$ cat config.mk
export PLATFORM = sky130hd
export DESIGN_NAME = fe_dma_engine
export DESIGN_NICKNAME = d
export VERILOG_FILES = /design/src/rtl/fe_dma_pkg.sv /design/src/rtl/fe_dma_seq.sv /design/src/rtl/fe_dma_addr.sv /design/src/rtl/fe_dma_engine.sv
export SDC_FILE = /design/constraint.sdc
export NUM_CORES = 1
export LEC_CHECK = 0
export BUFFER_PORTS_ARGS = -buffer_cell sky130_fd_sc_hd__buf_2
export CAP_MARGIN = 0
export CORE_ASPECT_RATIO = 0.5
export CORE_MARGIN = 2
export CORE_UTILIZATION = 59
export CTS_BUF_LIST = sky130_fd_sc_hd__clkbuf_2
export DETAILED_ROUTE_END_ITERATION = 16
export GPL_ROUTABILITY_DRIVEN = 0
export PLACE_DENSITY = 0.83
export SYNTH_ARGS = -nofsm -noshare
export SYNTH_HDL_FRONTEND = slang
export SYNTH_SLANG_ARGS = --single-unit
$ cat constraint.sdc
create_clock -name clk -period 4.1 [get_ports clk]
set_input_delay 0.205 -clock clk [delete_from_list [all_inputs] [get_ports clk]]
set_output_delay 0.205 -clock clk [all_outputs]
set_load 0.02 [all_outputs]
$ cat src/rtl/fe_dma_pkg.sv
// Shared types for the frame/element DMA channel.
package fe_dma_pkg;
    // Sequencer phase: waiting, reading one element, writing it.
    typedef enum logic [1:0] {
        PH_IDLE  = 2'd0,
        PH_READ  = 2'd1,
        PH_WRITE = 2'd2
    } dma_phase_t;
endpackage

$ cat src/rtl/fe_dma_seq.sv
// Frame/element sequencer. It counts elements inside a frame and frames
// inside a block, holds one pending request and handles arming and reload.
// Assumes elem_cnt and frame_cnt are non-zero and stable while armed.
module fe_dma_seq
    import fe_dma_pkg::*;
#(
    parameter int CNT_W = 13
) (
    input  logic             clk,
    input  logic             rst_n,
    input  logic             load_ok,
    input  logic             hw_req,
    input  logic [CNT_W-1:0] elem_cnt,
    input  logic [CNT_W-1:0] frame_cnt,
    input  logic             auto_init,
    output dma_phase_t       phase,
    output logic             elem_adv,
    output logic             frame_adv,
    output logic             block_end,
    output logic             armed,
    output logic             done_irq
);
    localparam logic [CNT_W-1:0] ONE = CNT_W'(1);

    logic [CNT_W-1:0] e_idx;
    logic [CNT_W-1:0] f_idx;
    logic             pending;
    logic             last_e;
    logic             last_f;
    logic             start;

    // Decode the frame position and the step pulses for the address unit.
    always_comb begin
        last_e    = (e_idx == elem_cnt - ONE);
        last_f    = (f_idx == frame_cnt - ONE);
        start     = (phase == PH_IDLE) && armed && !load_ok && (hw_req || pending);
        elem_adv  = (phase == PH_WRITE) && !last_e;
        frame_adv = (phase == PH_WRITE) && last_e && !last_f;
        block_end = (phase == PH_WRITE) && last_e && last_f;
    end

    // Phase, counter, pending and arm state.
    always_ff @(posedge clk) begin
        if (!rst_n) begin
            phase    <= PH_IDLE;
            e_idx    <= '0;
            f_idx    <= '0;
            pending  <= 1'b0;
            armed    <= 1'b0;
            done_irq <= 1'b0;
        end else begin
            done_irq <= block_end;
            case (phase)
                PH_IDLE: begin
                    if (load_ok) begin
                        armed   <= 1'b1;
                        e_idx   <= '0;
                        f_idx   <= '0;
                        pending <= 1'b0;
                    end else if (start) begin
                        phase   <= PH_READ;
                        pending <= pending & hw_req;
                    end
                end
                PH_READ: begin
                    phase <= PH_WRITE;
                    if (hw_req) pending <= 1'b1;
                end
                PH_WRITE: begin
                    if (hw_req) pending <= 1'b1;
                    if (!last_e) begin
                        e_idx <= e_idx + ONE;
                        phase <= PH_READ;
                    end else begin
                        e_idx <= '0;
                        phase <= PH_IDLE;
                        if (!last_f) begin
                            f_idx <= f_idx + ONE;
                        end else begin
                            f_idx <= '0;
                            if (!auto_init) begin
                                armed   <= 1'b0;
                                pending <= 1'b0;
                            end
                        end
                    end
                end
                default: phase <= PH_IDLE;
            endcase
        end
    end
endmodule

$ cat src/rtl/fe_dma_addr.sv
// Address generator. The destination pointer moves in two dimensions
// (element step inside a frame, frame step between frames). The source
// pointer restarts at its base on every frame. Steps are zero-extended.
module fe_dma_addr #(
    parameter int ADDR_W = 32,
    parameter int CNT_W  = 13
) (
    input  logic              clk,
    input  logic              rst_n,
    input  logic              reload,
    input  logic              elem_adv,
    input  logic              frame_adv,
    input  logic [ADDR_W-1:0] src_base,
    input  logic [ADDR_W-1:0] dst_base,
    input  logic [CNT_W-1:0]  src_step,
    input  logic [CNT_W-1:0]  elem_step,
    input  logic [CNT_W-1:0]  frame_step,
    output logic [ADDR_W-1:0] src_addr,
    output logic [ADDR_W-1:0] dst_addr
);
    localparam int PAD_W = ADDR_W - CNT_W;

    logic [ADDR_W-1:0] frame_ptr;
    logic [ADDR_W-1:0] next_frame;

    // Start address of the following frame.
    always_comb next_frame = frame_ptr + {{PAD_W{1'b0}}, frame_step};

    // Pointer updates on reload, element advance and frame advance.
    always_ff @(posedge clk) begin
        if (!rst_n) begin
            frame_ptr <= '0;
            dst_addr  <= '0;
            src_addr  <= '0;
        end else if (reload) begin
            frame_ptr <= dst_base;
            dst_addr  <= dst_base;
            src_addr  <= src_base;
        end else if (frame_adv) begin
            frame_ptr <= next_frame;
            dst_addr  <= next_frame;
            src_addr  <= src_base;
        end else if (elem_adv) begin
            dst_addr  <= dst_addr + {{PAD_W{1'b0}}, elem_step};
            src_addr  <= src_addr + {{PAD_W{1'b0}}, src_step};
        end
    end
endmodule

$ cat src/rtl/fe_dma_engine.sv
// Single-channel frame/element DMA. It stores a control packet, moves one
// frame per hardware request through a read-then-write memory master, and
// pulses done_irq at the end of a block. Memory read latency is one cycle.
module fe_dma_engine
    import fe_dma_pkg::*;
#(
    parameter int ADDR_W = 32,
    parameter int CNT_W  = 13,
    parameter int DATA_W = 16
) (
    input  logic              clk,
    input  logic              rst_n,
    input  logic              cfg_load,
    input  logic [ADDR_W-1:0] cfg_src_base,
    input  logic [CNT_W-1:0]  cfg_src_step,
    input  logic [ADDR_W-1:0] cfg_dst_base,
    input  logic [CNT_W-1:0]  cfg_elem_step,
    input  logic [CNT_W-1:0]  cfg_frame_step,
    input  logic [CNT_W-1:0]  cfg_elem_cnt,
    input  logic [CNT_W-1:0]  cfg_frame_cnt,
    input  logic              cfg_auto_init,
    input  logic              hw_req,
    output logic              rd_en,
    output logic [ADDR_W-1:0] rd_addr,
    input  logic [DATA_W-1:0] rd_data,
    output logic              wr_en,
    output logic [ADDR_W-1:0] wr_addr,
    output logic [DATA_W-1:0] wr_data,
    output logic              done_irq,
    output logic              busy,
    output logic              armed
);
    dma_phase_t        phase;
    logic              load_ok;
    logic              elem_adv;
    logic              frame_adv;
    logic              block_end;
    logic [ADDR_W-1:0] p_src_base;
    logic [ADDR_W-1:0] p_dst_base;
    logic [CNT_W-1:0]  p_src_step;
    logic [CNT_W-1:0]  p_elem_step;
    logic [CNT_W-1:0]  p_frame_step;
    logic [CNT_W-1:0]  p_elem_cnt;
    logic [CNT_W-1:0]  p_frame_cnt;
    logic              p_auto_init;
    logic [ADDR_W-1:0] src_base_sel;
    logic [ADDR_W-1:0] dst_base_sel;

    // A packet is taken only between frames.
    always_comb load_ok = cfg_load && (phase == PH_IDLE);

    // On a load, bases come straight from the inputs; on a reload, from the packet.
    always_comb begin
        src_base_sel = load_ok ? cfg_src_base : p_src_base;
        dst_base_sel = load_ok ? cfg_dst_base : p_dst_base;
    end

    // Control packet register.
    always_ff @(posedge clk) begin
        if (!rst_n) begin
            p_src_base   <= '0;
            p_dst_base   <= '0;
            p_src_step   <= '0;
            p_elem_step  <= '0;
            p_frame_step <= '0;
            p_elem_cnt   <= '0;
            p_frame_cnt  <= '0;
            p_auto_init  <= 1'b0;
        end else if (load_ok) begin
            p_src_base   <= cfg_src_base;
            p_dst_base   <= cfg_dst_base;
            p_src_step   <= cfg_src_step;
            p_elem_step  <= cfg_elem_step;
            p_frame_step <= cfg_frame_step;
            p_elem_cnt   <= cfg_elem_cnt;
            p_frame_cnt  <= cfg_frame_cnt;
            p_auto_init  <= cfg_auto_init;
        end
    end

    fe_dma_seq #(.CNT_W(CNT_W)) u_seq (
        .clk       (clk),
        .rst_n     (rst_n),
        .load_ok   (load_ok),
        .hw_req    (hw_req),
        .elem_cnt  (p_elem_cnt),
        .frame_cnt (p_frame_cnt),
        .auto_init (p_auto_init),
        .phase     (phase),
        .elem_adv  (elem_adv),
        .frame_adv (frame_adv),
        .block_end (block_end),
        .armed     (armed),
        .done_irq  (done_irq)
    );

    fe_dma_addr #(.ADDR_W(ADDR_W), .CNT_W(CNT_W)) u_addr (
        .clk        (clk),
        .rst_n      (rst_n),
        .reload     (load_ok || block_end),
        .elem_adv   (elem_adv),
        .frame_adv  (frame_adv),
        .src_base   (src_base_sel),
        .dst_base   (dst_base_sel),
        .src_step   (p_src_step),
        .elem_step  (p_elem_step),
        .frame_step (p_frame_step),
        .src_addr   (rd_addr),
        .dst_addr   (wr_addr)
    );

    // Memory master strobes; write data is the word returned by the previous read.
    always_comb begin
        rd_en   = (phase == PH_READ);
        wr_en   = (phase == PH_WRITE);
        wr_data = rd_data;
        busy    = (phase != PH_IDLE);
    end
endmodule

After elaboration in Yosys (flattened, before gate mapping) --
Cells that the tools add are included.
Storage, ports and cells: latch bits 0, ROM bits 0, RAM bits 0, output and inout bits 85, memories kept 0, bits in registers 257
Cells by class: $lt $le $gt $ge 0, equality and inequality tests 11, multipliers 0, bitwise logic cells 1, mux-type cells 32, reduce and logical (&&, ||, !) cells 24, shift operators 0, $add $sub $neg 7, divide/modulo/power cells 0
Operators with widths (number):
- 2-to-1 mux 32 bit | 10
- adder 32 x 13 -> 32 bit | 3
- 2-to-1 mux 13 bit | 4
- one-hot mux 13 bit (2 select lines) | 2
- adder 13 x 1 -> 13 bit (second input constant) | 2
- equality test 13 bit | 2
- subtractor 13 x 1 -> 13 bit (second input constant) | 2
- 2-to-1 mux 1 bit | 11
- logical AND 1 bit | 8
- inequality test 2 x 1 -> 1 bit (second input constant) | 3
- inequality test 2 bit (second input constant) | 3
- one-hot mux 2 bit (3 select lines) | 1
- AND reduction 2 bit | 3
- nonzero test 2 bit | 3
- nonzero test 3 bit | 2
- AND reduction 5 bit | 1
- 2-to-1 mux 2 bit | 2
- logical NOT 1 bit | 3
- inequality test 3 x 2 -> 1 bit (second input constant) | 1
- one-hot mux 1 bit (3 select lines) | 1
- AND reduction 3 bit | 1
- equality test 2 x 1 -> 1 bit (second input constant) | 1
- equality test 2 bit (second input constant) | 1
- logical NOT 2 bit | 1
- other kinds (3) | 4

Logic depth before layout (Yosys ltp) --
Gate-level depths: netlist (run 1).
word-level depth 8, mapped depth 14

Cells and area by module --
From an unflattened synthesis (run 1), not the netlist that was laid out.
Unflattened totals: cells, all modules 1849, area, all modules 15756.4 um2
By module, submodules not included:
- fe_dma_addr | times used 1, cells an instance 846, area each 6947.9 um2
- fe_dma_engine | times used 1, cells an instance 656, area each 6148.4 um2
- fe_dma_seq | times used 1, cells an instance 347, area each 2660.1 um2

Worst setup path after synthesis (run 1) --
No wires, ideal clock.
path kind reg-to-reg, start reg p_elem_cnt[0], end reg u_seq.e_idx[10], cell stages (with the launch flop) 12, data required time 3.983 ns, path slack 0.846 ns, path buffers 3, period minus slack after synthesis 3.254 ns, arrival 3.137 ns, library setup time 0.117 ns, cells stage by stage dfxtp_1 or4_1 buf_2 or4_1 a21o_1 a221o_1 or3_1 buf_2 a21oi_4 nand2b_1 buf_2 nor2_1
On the way: word-level cells in the longest chain between the ends 4
Ends and longest elaborated chain:
- from (decl) | line fe_dma_engine.sv:43 | logic [CNT_W-1:0] p_elem_cnt;
- from (signal assigned) | line fe_dma_engine.sv:75 | p_elem_cnt <= cfg_elem_cnt;
- subtractor 13 x 1 -> 13 bit | line fe_dma_seq.sv:34 | last_e = (e_idx == elem_cnt - ONE);
- equality test 13 bit | line fe_dma_seq.sv:34
- 2-to-1 mux 13 bit | line fe_dma_seq.sv:71 | if (!last_e) begin
- one-hot mux 13 bit (2 select lines) | line fe_dma_seq.sv:53 | case (phase)
- to (signal assigned) | line fe_dma_seq.sv:72 | e_idx <= e_idx + ONE;
- to (decl) | line fe_dma_seq.sv:25 | logic [CNT_W-1:0] e_idx;
Every way passes these cells. A chain may end at the register's enable or synchronous reset.

Worst setup path after layout (run 1) --
start reg p_elem_cnt[0], end reg u_addr.dst_addr[30]
On the way: word-level cells in the longest chain between the ends 6, elaborated cells on any way between the ends 11
Ends and longest elaborated chain:
- subtractor 13 x 1 -> 13 bit (*) | line fe_dma_seq.sv:34
- equality test 13 bit (*) | line fe_dma_seq.sv:34
- logical AND 1 bit | line fe_dma_seq.sv:38, fe_dma_seq.sv:39
- logical AND 1 bit (on tied branches) | line fe_dma_seq.sv:38, fe_dma_seq.sv:39
- 2-to-1 mux 32 bit or logical OR 1 bit (tied branches) | line fe_dma_addr.sv:39, fe_dma_engine.sv:100
- 2-to-1 mux 32 bit or nonzero test 3 bit (tied branches)
- to (signal assigned) | line fe_dma_addr.sv:37 | dst_addr <= dst_base;
- to (signal assigned) | line fe_dma_addr.sv:41 | dst_addr <= next_frame;
- to (signal assigned) | line fe_dma_addr.sv:44 | dst_addr <= dst_addr + {{PAD_W{1'b0}}, elem_step};
- to (decl) | line fe_dma_addr.sv:19 | output logic [ADDR_W-1:0] dst_addr
Mark *: on every way between the ends. The rest lies on a longest branch, timed or not.

==> impl_metrics.env, run 1 <==
export IMPL_final_seq_area_mm2=0.00514
export IMPL_min_delay_start="cfg_frame_step[9]"
export IMPL_multiInputGateArea_mm2=0.00849
export IMPL_p_leak_nw=7.26
export IMPL_fin_crit_sh=0.906
export IMPL_crit_required_ns=4.94
export IMPL_grt_start_max_net_pins=121
export IMPL_end_kind="flop"
export IMPL_min_period_ns=3.72
export IMPL_syn_area_per_cell_um2=7.62
export IMPL_netlist_area_mm2=0.0143
export IMPL_worstMarginPinSlew_ns=1.28
export IMPL_synth_cell_types=79
export IMPL_cts_tree="built"
export IMPL_fillers=1851
export IMPL_fp_coreArea_mm2=0.0239
export IMPL_core_rowCount=40
export IMPL_status="finished, final reports clean"
export IMPL_final_area_mm2=0.0174
export IMPL_regToRegEndpoint="u_addr.dst_addr[30]"
export IMPL_fmax_mhz=269
export IMPL_die_x_um=224
export IMPL_reg2regPathDepth=11
export IMPL_dp_cells=2308
export IMPL_worst_path_max_fanout=14
export IMPL_holdCritPathClass="in -> reg"
export IMPL_final_nets=2386
export IMPL_insertion_delay_ns=0.95
export IMPL_ios=235
export IMPL_clkTransAtPathRegs_ns=0.12
export IMPL_power_density_mw_per_mm2=478
export IMPL_final_core_util=0.728
export IMPL_htreeDepth=2
export IMPL_antenna_found_initial=1
export IMPL_async_flop_share=0
export IMPL_final_common_cell="nand2_1"
export IMPL_track_usage=0.354
export IMPL_synth_edff_count=0
export IMPL_synth_seq_cells=257
export IMPL_critPathArrivalTime_ns=4.55
export IMPL_post_cts_setup_buffer_count=0
export IMPL_maxSlewHeadroom=0.144
export IMPL_grt_ovfl_total=0
export IMPL_synthFlopType="dfxtp_1"
export IMPL_slew_viol_final=0
export IMPL_drc=0
export IMPL_ys_warn_count=0
export IMPL_clockRootBuffer="clkbuf_2"
export IMPL_hold_path_end="p_frame_step[9]"
export IMPL_dpl_hpwl_um=30000
export IMPL_finalHoldViolCount=0
export IMPL_whs_path_depth=4
export IMPL_cts_buffer_depth=3
export IMPL_area_growth_syn_to_layout_pct=21.6
export IMPL_maxCapViolations=0
export IMPL_placement_io_buffers=202
export IMPL_drive_above_1_share=0.155
export IMPL_report_power_total_mw=8.31
export IMPL_ys_seq_area_frac=0.360
export IMPL_skew_ns=0.0904
export IMPL_peakVddDrop_uv=266
export IMPL_synthCells=1877
export IMPL_wl_per_cell_um=18.1
export IMPL_setup_viol_count_final=0
export IMPL_via_per_inst=6.08
export IMPL_instances_no_fill=2545
export IMPL_ant_nets=0
export IMPL_startpoint_type="flop"
export IMPL_initial_core_util=0.599
export IMPL_mappedNetlistNets=2077
export IMPL_die_h_um=114
export IMPL_rsz0062_at_grt="false"
export IMPL_vias=15500
export IMPL_worstReg2RegStart="p_elem_cnt[0]"
export IMPL_drt_initial_drc_count=1709
export IMPL_cts_sinks=257
export IMPL_grt_pass1_vias=14600
export IMPL_r2r_slack_ns=0.38
export IMPL_cts_made_buffers=56
export IMPL_firstDrtPassIters=6
export IMPL_grt_pass1_wl_um=73100
export IMPL_final_cell_mix="367 x nand2_1, 257 x dfxtp_1, 222 x a21oi_1, 202 x buf_2, 142 x nor2_1"
export IMPL_finalSetupTns_ns=0
export IMPL_drt_wl_total_um=46200
export IMPL_path_class="reg -> reg"
export IMPL_place_area_mm2=0.0155
export IMPL_die_area_mm2=0.0256
==> synth_stat cells (6+ instances only) <==
cell | n | area [um2]
a211oi_1 | 12 | 90.1
a21boi_0 | 8 | 60.1
a21o_1 | 17 | 128
a21oi_1 | 222 | 1110
a221oi_1 | 12 | 105
a31oi_1 | 21 | 131
and2_1 | 9 | 56.3
and3_1 | 27 | 169
and4_1 | 9 | 78.8
buf_1 | 15 | 56.3
buf_2 | 14 | 70.1
buf_4 | 16 | 120
clkbuf_1 | 80 | 300
dfxtp_1 | 257 | 5140
ha_1 | 47 | 588
inv_1 | 37 | 139
mux2i_1 | 16 | 160
nand2_1 | 368 | 1380
nand2b_1 | 24 | 150
nand3_1 | 37 | 185
nand4_1 | 19 | 119
nor2_1 | 143 | 537
nor3_1 | 35 | 175
nor3b_1 | 8 | 60.1
nor4_1 | 19 | 119
o2111ai_1 | 8 | 70.1
o211ai_1 | 15 | 113
o21a_1 | 24 | 180
o21ai_0 | 113 | 566
o22ai_1 | 7 | 43.8
o2bb2ai_1 | 6 | 52.6
o311ai_0 | 6 | 52.6
or3_1 | 8 | 50.1
or4_1 | 6 | 45.0
xnor2_1 | 69 | 604
xor2_1 | 42 | 368
==> layer usage <==
layer	vias up	track usage	share of wire
li1	7272	-	-
met1	7204	0.456	0.41
met2	815	0.575	0.45
met3	172	0.0734	0.095
met4	0	0.164	0.044
met5	-	0	0
==> kinds of logic after synthesis <==
logic type / after synthesis / share of synthesized area
xor+xnor: 112 / 0.0696
mux: 17 / 0.0120
flops: 257 / 0.360
compound gates: 543 / 0.234
fa+ha+maj: 50 / 0.0453
simple gates: 736 / 0.232
buf+inv: 162 / 0.0480
==> through the flow <==
| stage | worst slack, ns | hold WS [ns] |
|---|---|---|
| floorplan | 0.846 | 0.341 |
| global placement | 0.488 | 0.410 |
| detailed placement | 0.433 | 0.410 |
| CTS | 0.408 | 0.0146 |
| global route | 0.0586 | 0.0284 |
| finish | 0.385 | 0.0387 |
==> critical path, cell delays in order, from the launching register on <==
cell and delay [ns]:
dfxtp_1 0.37, inv_1 0.07, ha_1 0.19, or3b_1 0.48
o311a_1 0.36, o21ai_0 0.21, a221oi_1 0.18, and3_1 0.25
nor2_1 0.97, buf_4 0.33, a41oi_1 0.11, a21oi_1 0.16
==> report_power, final <==
| group | total, mW | switching (mW) | internal (mW) |
|---|---|---|---|
| Combinational | 3.20 | 1.95 | 1.25 |
| Clock | 1.67 | 1.08 | 0.589 |
| Sequential | 3.45 | 0.481 | 2.97 |
| Total | 8.31 | 3.51 | 4.80 |
==> sequential cells by signal, summed over array words and instances, names as in the netlist <==
register and flops:
p_frame_cnt 13, u_addr.frame_ptr 32, u_seq.e_idx 13, p_frame_step 13, p_elem_step 13, p_elem_cnt 13
u_seq.pending 1, p_src_step 13, u_seq.f_idx 13, u_seq.done_irq 1, p_auto_init 1, u_seq.armed 1
u_addr.src_addr 32, u_addr.dst_addr 32, p_src_base 32, u_seq.phase 2, p_dst_base 32
==> how the worst max path moves through the flow <==
stage / startpoint / to / slack, ns / depth (start not counted)
finish: p_elem_cnt[0] / u_addr.dst_addr[30] / 0.38 / 11
global route: p_frame_cnt[0] / u_addr.dst_addr[10] / 0.06 / 14
CTS: p_frame_cnt[0] / u_addr.dst_addr[10] / 0.41 / 14
detailed placement: p_elem_cnt[0] / u_seq.e_idx[3] / 0.43 / 9
global placement: p_frame_cnt[0] / u_addr.dst_addr[10] / 0.49 / 14
floorplan: p_elem_cnt[0] / u_seq.e_idx[10] / 0.85 / 11
==> layout make-up <==
cell class              count  share of cell area
diodes                      1            0.000144
clock buffers              79              0.0227
clock inverters            22             0.00662
inverters                  37             0.00828
multi-input cells        1458               0.488
flip-flops and latches    257               0.296
well taps                 315              0.0227
repair buffers            376               0.156
==> repair_timing <==
action,in CTS,in global routing
hold buffers,135,0
endpoints found under the setup margin,0,0
endpoints found under the hold margin,228,0
gates resized for setup,0,0
No activity file was read; power rests on OpenSTA's default activity.
==> run 2: changes to the inputs <==
--- a/config.mk
+++ b/config.mk
@@ -5,15 +5,17 @@
 export SDC_FILE = /design/constraint.sdc
 export NUM_CORES = 1
 export LEC_CHECK = 0
+export ABC_AREA = 1
 export BUFFER_PORTS_ARGS = -buffer_cell sky130_fd_sc_hd__buf_2
 export CAP_MARGIN = 0
 export CORE_ASPECT_RATIO = 0.5
 export CORE_MARGIN = 2
-export CORE_UTILIZATION = 59
+export CORE_UTILIZATION = 60
 export CTS_BUF_LIST = sky130_fd_sc_hd__clkbuf_2
+export CTS_CLUSTER_SIZE = 14
 export DETAILED_ROUTE_END_ITERATION = 16
 export GPL_ROUTABILITY_DRIVEN = 0
-export PLACE_DENSITY = 0.83
+export PLACE_DENSITY = 0.84
 export SYNTH_ARGS = -nofsm -noshare
 export SYNTH_HDL_FRONTEND = slang
 export SYNTH_SLANG_ARGS = --single-unit
==> run 2 against run 1 <==
Compared with the run above: wire length up 7.8%; die area up 6.2%; utilization up 1.4 points; global-route usage up 0.34 points; cell count up 19%; critical path type unchanged; highest routed layer is now met5.
==> impl_metrics.env, run 2 <==
export IMPL_whs_ns=0.0413
export IMPL_grt_pass1_wl_um=79200
export IMPL_synth_most_common_cell="nand2_1"
export IMPL_maxSlewHeadroom=0.267
export IMPL_cts_buffer_depth=3
export IMPL_clockRootBuffer="clkbuf_2"
export IMPL_drt_initial_drc_count=1727
export IMPL_yosys_area_top_type="dfxtp_1"
export IMPL_fillers=2011
export IMPL_holdCritPathClass="in -> reg"
export IMPL_ant_nets=0
export IMPL_final_cell_mix="497 x nand2_1, 323 x nor2_1, 257 x dfxtp_1, 233 x inv_1, 203 x o21ai_0"
export IMPL_maxCapViolations=0
export IMPL_insertion_delay_ns=0.97
export IMPL_die_area_mm2=0.0272
export IMPL_dpl_hpwl_um=31900
export IMPL_vias=17000
export IMPL_final_nets=2848
export IMPL_drive_above_1_share=0.145
export IMPL_place_area_mm2=0.0165
export IMPL_synthFlopType="dfxtp_1"
export IMPL_syn_area_per_cell_um2=6.69
export IMPL_dp_cells=2758
export IMPL_end_kind="flop"
export IMPL_firstDrtPassIters=7
export IMPL_initial_core_util=0.613
export IMPL_htreeDepth=2
export IMPL_report_power_total_mw=10.6
export IMPL_startpoint_type="flop"
export IMPL_synth_top_area_frac=0.333
export IMPL_via_per_inst=5.58
export IMPL_async_flop_share=0
export IMPL_peakVddDrop_uv=358
export IMPL_path_class="reg -> reg"
export IMPL_crit_required_ns=4.93
export IMPL_fmax_mhz=290
export IMPL_final_common_cell="nand2_1"
export IMPL_cts_sinks=257
export IMPL_fp_coreArea_mm2=0.0252
export IMPL_synth_edff_count=0
export IMPL_status="finished, final reports clean"
export IMPL_multiInputGateArea_mm2=0.00888
export IMPL_final_area_mm2=0.0187
export IMPL_ys_warn_count=0
export IMPL_drc=0
export IMPL_critPathArrivalTime_ns=4.28
export IMPL_rsz0062_at_grt="false"
export IMPL_synthTopCellsByArea="dfxtp_1 33%, nand2_1 12%, nor2_1 7.8%"
export IMPL_core_rowCount=41
export IMPL_grt_start_max_net_pins=140
export IMPL_worstMarginPinSlew_ns=1.10
export IMPL_p_leak_nw=9.12
export IMPL_skew_ns=0.0976
export IMPL_placement_io_buffers=202
export IMPL_ys_seq_area_frac=0.333
export IMPL_netlist_area_mm2=0.0155
export IMPL_yosys_top_cells_count="499 x nand2_1, 323 x nor2_1, 257 x dfxtp_1, 234 x inv_1, 203 x o21ai_0"
export IMPL_fin_crit_sh=0.840
export IMPL_grt_pass1_vias=16200
export IMPL_final_seq_area_mm2=0.00514
export IMPL_wl_per_cell_um=16.4
export IMPL_die_h_um=118
export IMPL_finalSetupTns_ns=0
export IMPL_track_usage=0.357
export IMPL_slew_viol_final=0
export IMPL_cts_made_buffers=57
export IMPL_antenna_found_initial=2
export IMPL_power_density_mw_per_mm2=567
export IMPL_area_growth_syn_to_layout_pct=21.2
export IMPL_cts_tree="built"
export IMPL_finalHoldViolCount=0
export IMPL_instances_no_fill=3036
export IMPL_synth_cell_types=46
export IMPL_synth_seq_cells=257
export IMPL_synthCells=2312
export IMPL_mappedNetlistNets=2512
export IMPL_setup_viol_count_final=0
export IMPL_post_cts_setup_buffer_count=0
export IMPL_min_period_ns=3.45
export IMPL_ios=235
export IMPL_clkTransAtPathRegs_ns=0.13
export IMPL_drt_wl_total_um=49700
export IMPL_grt_ovfl_total=0
export IMPL_die_x_um=231
export IMPL_worst_path_max_fanout=35
==> run 2: changes by cell type after synthesis, moves of 37 or more <==
cell     previous run  this run
inv_1              37       234
nor2_1            143       323
nand2_1           368       499
nand3_1            37       129
o21ai_0           113       203
a21oi_1           222       135
or2_2               4        44
xnor2_1            69        32
==> run 2: critical path, stage by stage (launching register included) <==
cell and delay, ns:
dfxtp_1 0.34, inv_1 0.17, ha_1 0.24, nand2_1 0.08, nor2_1 0.19, nand2_1 0.10, nor2_1 0.10, nand2_1 0.06
nand2_1 0.09, nand2_1 0.05, inv_1 0.04, nand3_1 0.13, nor2_4 0.29, nand2_4 0.14, nand2_4 0.31, inv_1 0.57
nand2_1 0.23, nand3_1 0.09, nand2_1 0.09, inv_1 0.03
==> run 2: metrics by stage <==
stage                      util  setup WS (ns)
final                     0.743          0.654
after global placement    0.652          0.889
after detailed placement  0.652          0.746
after CTS                 0.743          0.716
after floorplan               -           1.43
after global routing      0.743          0.253
==> run 2: area by class of cell <==
| cell class | count | share of cell area |
|---|---|---|
| multi-input cells | 1704 | 0.474 |
| flip-flops and latches | 257 | 0.274 |
| repair buffers | 388 | 0.153 |
| inverters | 240 | 0.0481 |
| clock buffers | 87 | 0.0232 |
| well taps | 344 | 0.0230 |
| clock inverters | 15 | 0.00461 |
| diodes | 1 | 0.000134 |
==> run 2: cells by family after synthesis <==
logic type / share of synthesized area
XOR/XNOR: 0.0612
AO/OA/AOI/OAI: 0.150
buffers and inverters: 0.0943
flip-flops: 0.333
adder cells (fa/ha/maj): 0.0419
AND/OR/NAND/NOR: 0.303
multiplexers: 0.0175
==> run 2: routing by layer <==
layer / up-vias / wire length (um) / GRT usage
li1: 8162 / - / -
met1: 7756 / 20600 / 0.446
met2: 861 / 23100 / 0.595
met3: 170 / 4360 / 0.0770
met4: 2 / 1750 / 0.154
met5: - / 13 / 0
==> run 2: path summary, 6_finish.rpt <==
check / cells past startpoint / slack (ns) / start / to
min reg2reg: 2 / 0.50 / p_src_step[10] / p_src_step[10]
min: 4 / 0.04 / cfg_src_base[7] / p_src_base[7]
max reg2reg: 19 / 0.65 / p_frame_cnt[0] / u_addr.dst_addr[0]
max: 19 / 0.65 / p_frame_cnt[0] / u_addr.dst_addr[0]
==> run 2: what timing repair did <==
item	in CTS	in global routing
gates resized for setup	0	0
hold endpoints to repair	242	0
hold buffers	175	0
==> run 2: power breakdown <==
part           internal (mW)  switching (mW)
clock                  0.622            1.10
sequential              3.07           0.552
combinational           1.85            3.44
